`config.mk`:
```
export PLATFORM = sky130hd
export DESIGN_NAME = vector_addr_seq
export DESIGN_NICKNAME = d
export VERILOG_FILES = /design/src/rtl/vas_pkg.sv /design/src/rtl/vas_mask_gen.sv /design/src/rtl/vas_onehot_xor.sv /design/src/rtl/vas_regs.sv /design/src/rtl/vector_addr_seq.sv
export SDC_FILE = /design/constraint.sdc
export NUM_CORES = 1
export LEC_CHECK = 0
export ABC_AREA = 1
export BUFFER_PORTS_ARGS = -buffer_cell sky130_fd_sc_hd__buf_2
export CORE_UTILIZATION = 50
export CTS_CLUSTER_DIAMETER = 60
export DETAILED_ROUTE_END_ITERATION = 7
export GPL_TIMING_DRIVEN = 0
export MAX_ROUTING_LAYER = met4
export PLACE_DENSITY = 0.78
export REMOVE_ABC_BUFFERS = 1
export SYNTH_ARGS = -nofsm -noshare
export SYNTH_HDL_FRONTEND = slang
export SYNTH_HIERARCHICAL = 1
export SYNTH_SLANG_ARGS = --single-unit
```
`constraint.sdc`:
```
create_clock -name clk -period 2 [get_ports clk]
set_input_delay 0.4 -clock clk [delete_from_list [all_inputs] [get_ports clk]]
set_output_delay 0.4 -clock clk [all_outputs]
set_load 0.01 [all_outputs]
```
`src/rtl/vas_pkg.sv`:
```
package vas_pkg;
  localparam int unsigned LANES = 8;
  typedef logic [LANES-1:0] lane_vec_t;
endpackage

```
`src/rtl/vas_mask_gen.sv`:
```
// Prefix mask: ones from the top lane down to the highest set bit of vbits.
module vas_mask_gen #(
  parameter int unsigned N = 8
) (
  input  logic [N-1:0] vbits,
  output logic [N-1:0] mask
);
  always_comb begin
    mask[N-1] = |vbits;
    for (int j = N - 2; j >= 0; j--) begin
      mask[j] = mask[j+1] & ~vbits[j+1];
    end
  end
endmodule

```
`src/rtl/vas_onehot_xor.sv`:
```
// Turns the prefix mask into a one-hot vector by XOR of adjacent mask bits.
module vas_onehot_xor #(
  parameter int unsigned N = 8
) (
  input  logic [N-1:0] mask,
  input  logic         vbit0,
  output logic [N-1:0] onehot
);
  assign onehot[0] = mask[0] & vbit0;
  for (genvar j = 0; j < N - 1; j++) begin : g_edge
    assign onehot[j+1] = mask[j] ^ mask[j+1];
  end
endmodule

```
`src/rtl/vas_regs.sv`:
```
// Vector and mask registers with load and clear paths.
module vas_regs #(
  parameter int unsigned N = 8
) (
  input  logic         clk,
  input  logic         rst_n,
  input  logic         load_en,
  input  logic [N-1:0] load_val,
  input  logic         clr_en,
  input  logic [N-1:0] clr_vec,
  output logic [N-1:0] vreg,
  output logic [N-1:0] mreg
);
  logic [N-1:0] vnext;
  logic [N-1:0] mnext;

  always_comb begin
    vnext = vreg;
    if (load_en)     vnext = load_val;
    else if (clr_en) vnext = vreg & ~clr_vec;
  end

  vas_mask_gen #(.N(N)) u_mask (.vbits(vnext), .mask(mnext));

  always_ff @(posedge clk or negedge rst_n) begin
    if (!rst_n) begin
      vreg <= '0;
      mreg <= '0;
    end else begin
      vreg <= vnext;
      mreg <= mnext;
    end
  end
endmodule

```
`src/rtl/vector_addr_seq.sv`:
```
module vector_addr_seq
  import vas_pkg::*;
(
  input  logic       clk,
  input  logic       rst_n,
  input  logic       in_valid,
  output logic       in_ready,
  input  logic [7:0] in_byte,
  output logic       sel_valid,
  input  logic       sel_ready,
  output logic [7:0] sel_vec,
  output logic       done
);
  localparam int unsigned N = LANES;

  lane_vec_t vreg;
  lane_vec_t mreg;
  lane_vec_t onehot;
  logic      accept;
  logic      consume;

  assign done      = ~|vreg;
  assign in_ready  = done;
  assign accept    = in_valid & in_ready;
  assign sel_valid = mreg[N-1];
  assign consume   = sel_valid & sel_ready;
  assign sel_vec   = onehot;

  vas_regs #(.N(N)) u_regs (
    .clk(clk), .rst_n(rst_n),
    .load_en(accept), .load_val(in_byte),
    .clr_en(consume), .clr_vec(onehot),
    .vreg(vreg), .mreg(mreg)
  );

  vas_onehot_xor #(.N(N)) u_xor (.mask(mreg), .vbit0(vreg[0]), .onehot(onehot));

  assert_onehot_R3: assert property (@(posedge clk) disable iff (!rst_n)
    sel_valid |-> ($onehot(sel_vec) && ((sel_vec & ~vreg) == '0)));
  assert_idle_quiet_R1: assert property (@(posedge clk) disable iff (!rst_n)
    !sel_valid |-> (sel_vec == '0 && done));
  assert_served_cleared_R4: assert property (@(posedge clk) disable iff (!rst_n)
    consume |=> ((vreg & $past(sel_vec)) == '0));
  assert_descending_R2: assert property (@(posedge clk) disable iff (!rst_n)
    consume |=> (!sel_valid || (sel_vec < $past(sel_vec))));
  assert_busy_ignore_R7: assert property (@(posedge clk) disable iff (!rst_n)
    (in_valid && !in_ready && !consume) |=> $stable(vreg));
  assert_hold_R8: assert property (@(posedge clk) disable iff (!rst_n)
    (sel_valid && !sel_ready) |=> (sel_valid && $stable(sel_vec)));
  assert_zero_done_R6: assert property (@(posedge clk) disable iff (!rst_n)
    (accept && in_byte == '0) |=> (done && !sel_valid));
  assert_first_vec_R5: assert property (@(posedge clk) disable iff (!rst_n)
    (accept && in_byte != '0) |=> sel_valid);
endmodule

```
Yosys cells after proc, flatten, opt, wreduce, memory -nomap -nowiden
Index checks and enable logic that the tools add are counted.

Mux-type cells: 2. Bitwise operators: 26. Reduce and logical (&&, ||, !) cells: 3.

Operators by type and width (count): $mux 8 (2); $reduce_or 8->1 (2); $and 1x1->1 (10); $and 8x8->8 (1); $not 8->8 (1); $not 1->1 (7); $xor 1x1->1 (7); $logic_not 1->1 (1).

Register bits: 16. Output and inout port bits: 11. Word-level logic and storage cells: 33.

Depth between registers and ports, before layout
Depth after elaboration: 13. Mapped depth: 15.

By module
The synthesis kept the hierarchy.

Modules (own cells, without submodules): vas_regs (times used 1, cells an instance 51, area each 570.5 µm², sequential area each 400.4 µm²); vas_mask_gen (times used 1, cells an instance 25, area each 118.9 µm², sequential area each 0.0 µm²); vas_onehot_xor (times used 1, cells an instance 31, area each 116.4 µm², sequential area each 0.0 µm²); vector_addr_seq (times used 1, cells an instance 12, area each 55.1 µm², sequential area each 0.0 µm²).

Worst setup path after synthesis
Ideal clock, no wire load.

Path type: register -> register. Start point: register u_regs.vreg[0]. End point: register u_regs.mreg[1]. Arrival: 1.589 ns. Path slack: 0.297 ns. Cell stages (with the launch flop): 16. Buffers on the path: 1. Clock period less this slack: 1.703 ns. Cells stage by stage: dfrtp_1 nor2_1 nand2_1 nor3_2 buf_6 inv_8 nand3_1 nand2_1 inv_1 nand2_1 nor2_1 nand2_2 nand4_2 nor2_2 nand3_2 inv_1.

Elaborated cells between the ends (all ways): 21. Classes of those cells: 2 x mux; 16 x bitwise; 3 x reduce/logical.

RTL lines: start, declared (line vas_regs.sv:11) `output logic [N-1:0] vreg,`; start signal, assigned (line vas_regs.sv:30) `vreg <= vnext;`; $reduce_or 8->1 (line vector_addr_seq.sv:22) `assign done = ~|vreg;`; $logic_not 1->1 (line vector_addr_seq.sv:22); $and 1x1->1 (line vector_addr_seq.sv:24) `assign accept = in_valid & in_ready;`; named net accept (line vector_addr_seq.sv:19) `logic accept;`; $mux 8 (line vas_regs.sv:19) `if (load_en) vnext = load_val;`; named net u_regs.vnext[3] (line vas_regs.sv:14) `logic [N-1:0] vnext;`; $reduce_or 8->1 (line vas_mask_gen.sv:9) `mask[N-1] = |vbits;`; named net u_regs.mnext[7] (line vas_regs.sv:15) `logic [N-1:0] mnext;`; $and 1x1->1 (4 in a row) (line vas_mask_gen.sv:11) `mask[j] = mask[j+1] & ~vbits[j+1];`; named net u_regs.mnext[3] (line vas_regs.sv:15); $and 1x1->1 (2 in a row) (line vas_mask_gen.sv:11); named net u_regs.mnext[1] (line vas_regs.sv:15); end signal, assigned (line vas_regs.sv:31) `mreg <= mnext;`; end, declared (line vas_regs.sv:12) `output logic [N-1:0] mreg`.

The timed path passes the listed nets, and every way through them passes these cells.

Worst setup path after layout
Start point: register u_regs.vreg[2]. End point: register u_regs.mreg[0].

Longest elaborated chain between the ends: 12. Elaborated cells between the ends (all ways): 21. Classes of those cells: 2 x mux; 16 x bitwise; 3 x reduce/logical.

Ends and longest elaborated chain (line): $reduce_or 8->1 (vector_addr_seq.sv:22); $logic_not 1->1 (vector_addr_seq.sv:22); $and 1x1->1 (vector_addr_seq.sv:24); named net accept (vector_addr_seq.sv:19); $mux 8 (vas_regs.sv:19); named net u_regs.vnext[5] (vas_regs.sv:14); $reduce_or 8->1 (vas_mask_gen.sv:9); named net u_regs.mnext[7] (vas_regs.sv:15); $and 1x1->1 (4 in a row) (vas_mask_gen.sv:11); named net u_regs.mnext[3] (vas_regs.sv:15); $and 1x1->1 (3 in a row) (vas_mask_gen.sv:11); named net u_regs.mnext[0] (vas_regs.sv:15).

The timed path passes the listed nets, and every way through them passes these cells.

==> results.md <==
* Number of buffers inserted by port buffering at 22
* Number of design rule violations left after detail routing at 4
* Portion of the clock cycle consumed by the worst path in the final layout at 1.00
* Synth Flop Type: dfrtp_1
* Clock tree from TritonCTS: yes
* Share of post-route cells with drive strength above 1 at 0.563
* Post-synthesis sequential element count at 16
* Delay of the slowest critical-path stage at 410 ps
* Slew Limit Headroom at 0.778
* Required time at the endpoint of the critical path at 2230 ps
* Min Tclk post-route at 2000 ps
* Pre-CTS worst setup slack at -268 ps
* CP dominant cell by count: nand2_2
* Skew final at 6.60 ps
* IO Pins at 23
* Height of the chip at 43.5 microns
* Number of buffers and inverters on the critical path at 2
* Seq/Total Area, Yosys at 0.465
* Highest clock frequency the design can meet at 500 MHz
* Wirelength, routed at 2.55 mm
* Via total after detailed routing at 891
* Maximum number of pins on one net before global-route repair at 17
* CTS sink cnt at 16
* Final-report setup violation count at 0
* Number of detailed-routing iterations run before antenna repair at 6
* Element type at the critical path start: flip-flop
* Top cells by count, synth: nand2_1 (54), inv_1 (22), dfrtp_1 (16)
* Final routed wire length divided by cell count at 14.5 microns
* Latest clock arrival within the worst-skew pair at 280 ps
* Global-route wire length before repair at 2.84 mm
* Number of distinct library cells after synthesis at 15
* Actual transition at the worst max-transition pin at 333 ps
* Cell area after synthesis at 861 sq um
* Net count reported at finish at 174
* Critical-path cell list: nor2_2 -> nand2_2 -> nor3_4 -> clkbuf_16 -> nand2_4 -> nand2_4 -> inv_2 -> nand2_2 -> nor2_4 -> nand2_2 -> nand4_4 -> nor2_4 -> nand3_2 -> nor2_2
* Kind of path behind the tightest hold check: in2async
* Reg area at 400 sq um
* Overall overflow remaining after global route at 0
* Starting Density at 0.552
* Minimum setup slack in the final design at 0.381 ps
* Most frequent cell after synthesis: nand2_1
* Global router's overall resource usage at 0.211
* Maximum level of the CTS H-tree at 1
* Initial antenna violation count at 0
* Final GP Congestion at 0.884
* Maximum count of clock buffers along a single path at 2
* Number of enable-type register cells in the synthesized netlist at 0
* Post-route insts no fill at 176
* Unrepaired setup endpoints after global routing: yes
* Critical path capture point type: flip-flop
* Number of placement rows at 14
* Biggest area contributors in the synthesized netlist: dfrtp_1 (47%), nand2_1 (24%), inv_1 (9.6%), nand3_1 (3.5%), nand3_2 (3.5%)
* Number of antenna-violating nets in the routed design at 0
* Synthesis-to-finish area growth at 54.8%
* Post-DP Area at 965 sq um
* Maximum fanout count along the critical path at 4
* Fraction of registers with async set/reset at 1.00
* Warnings from Yosys at 6
* Run status: finished, violations left
* Number of cells in the design after placement at 154
* Slowest cell on the critical path: dfrtp_1
* CP arrival at 2230 ps
* CORE AREA at 0.00156 sq mm
* DR iter-0 viols at 34
* Cell chosen for the clock root: clkbuf_4
* Number of pins exceeding their max-slew limit in the final report at 0
* Share of the synthesized area in the top cell type at 0.465
* Most area-hungry cell type in the Yosys netlist: dfrtp_1
* Worst hold margin at 2.11 ps
* Number of fill cells in the layout at 77
* Die footprint at 0.00189 sq mm
* Synth Instances at 119
* Violations in the final reports: design-rule violations
* Worst setup path class: reg2reg
* Clock edge transition at the registers on the reported setup and hold paths at 80 ps
* Category of cells accounting for the largest share of critical-path delay: simple AND/OR/NAND/NOR gates
* Multi-input logic area at 508 sq um
* Final instance area at 0.00133 sq mm
* Mean instance size in the synthesized netlist at 7.23 sq um
* Die W at 43.5 microns
* Number of hold violations in the final report at 0
* Max-cap violation count at 0
* CTS Buf Count at 3
* Number of global-route vias before repair at 705
* Detailed-placement wirelength estimate at 1.33 mm
* Final antenna diode count at 0
* Per-cell via count in the routed design at 5.06
registers in the layout, summed over array words and instances, names as in the netlist:
register	count
u_regs/vreg	8
u_regs/mreg	8
cell type report:
type / instances / area share
multi-input cells: 77 / 0.381
flip-flops and latches: 16 / 0.300
repair buffers: 41 / 0.212
inverters: 23 / 0.0742
clock buffers: 3 / 0.0169
well taps: 16 / 0.0150
worst paths after layout:
kind / from / end / slack [ps] / depth (start not counted)
max in group asynchronous: rst_n / u_regs/vreg[5]$_DFF_PN0_ / 1750 / 1
setup reg to reg: u_regs/vreg[2]$_DFF_PN0_ / u_regs/mreg[0]$_DFF_PN0_ / 0.4 / 14
hold / removal: rst_n / u_regs/mreg[2]$_DFF_PN0_ / 2 / 1
hold reg to reg: u_regs/vreg[4]$_DFF_PN0_ / u_regs/vreg[4]$_DFF_PN0_ / 580 / 2
setup / recovery: u_regs/vreg[2]$_DFF_PN0_ / u_regs/mreg[0]$_DFF_PN0_ / 0.4 / 14
min in group clk: in_byte[0] / u_regs/vreg[0]$_DFF_PN0_ / 340 / 3
worst reg2reg max path, delay by kind of cell, from the launching register on:
family / cells / cell delay, ps
simple gates: 12 / 1280
flops: 1 / 410
buf+inv: 2 / 260
what timing repair did:
action,CTS,global route
hold buffers,0,0
endpoints found under the setup margin,8,6
endpoints found under the hold margin,0,0
resized for setup,1,54
buffers inserted,1,17
pin swaps,1,23
cloned,0,1
metrics by stage:
stage	TNS [ps]	util
floorplan	0	-
global placement	-855	0.619
detailed placement	-1220	0.619
CTS	0	0.650
global route	-327	0.855
finish	0	0.855
placed cells by master (no fill, tap or decap), types with 2 or more instances in the layout:
master,netlist,final
buf_2,0,22
buf_4,2,17
clkbuf_4,0,3
dfrtp_1,16,16
inv_1,22,14
inv_2,0,6
inv_4,0,2
nand2_1,54,33
nand2_2,1,11
nand2_4,0,11
nand3_1,6,2
nand3_2,3,7
nor2_1,7,3
nor2_2,2,3
nor2_4,0,3
cells by family (layout without fill, tap and decap cells):
kind of cell,after synthesis,after routing,share of synthesized area
AO/OA/AOI/OAI,1,1,0.00581
AND/OR/NAND/NOR,76,76,0.390
flip-flops,16,16,0.465
buffers and inverters,26,67,0.140
routing by layer:
layer  part of all wire  GRT usage  up-vias
li1                   -          -      434
met1               0.43      0.265      409
met2               0.50      0.355       44
met3              0.056     0.0250        4
met4              0.013     0.0750        0
met5                  0          -        -
Power is left out: the tool's default activity adds up to more than one toggle a clock period on the data nets, which glitch-free logic cannot reach.
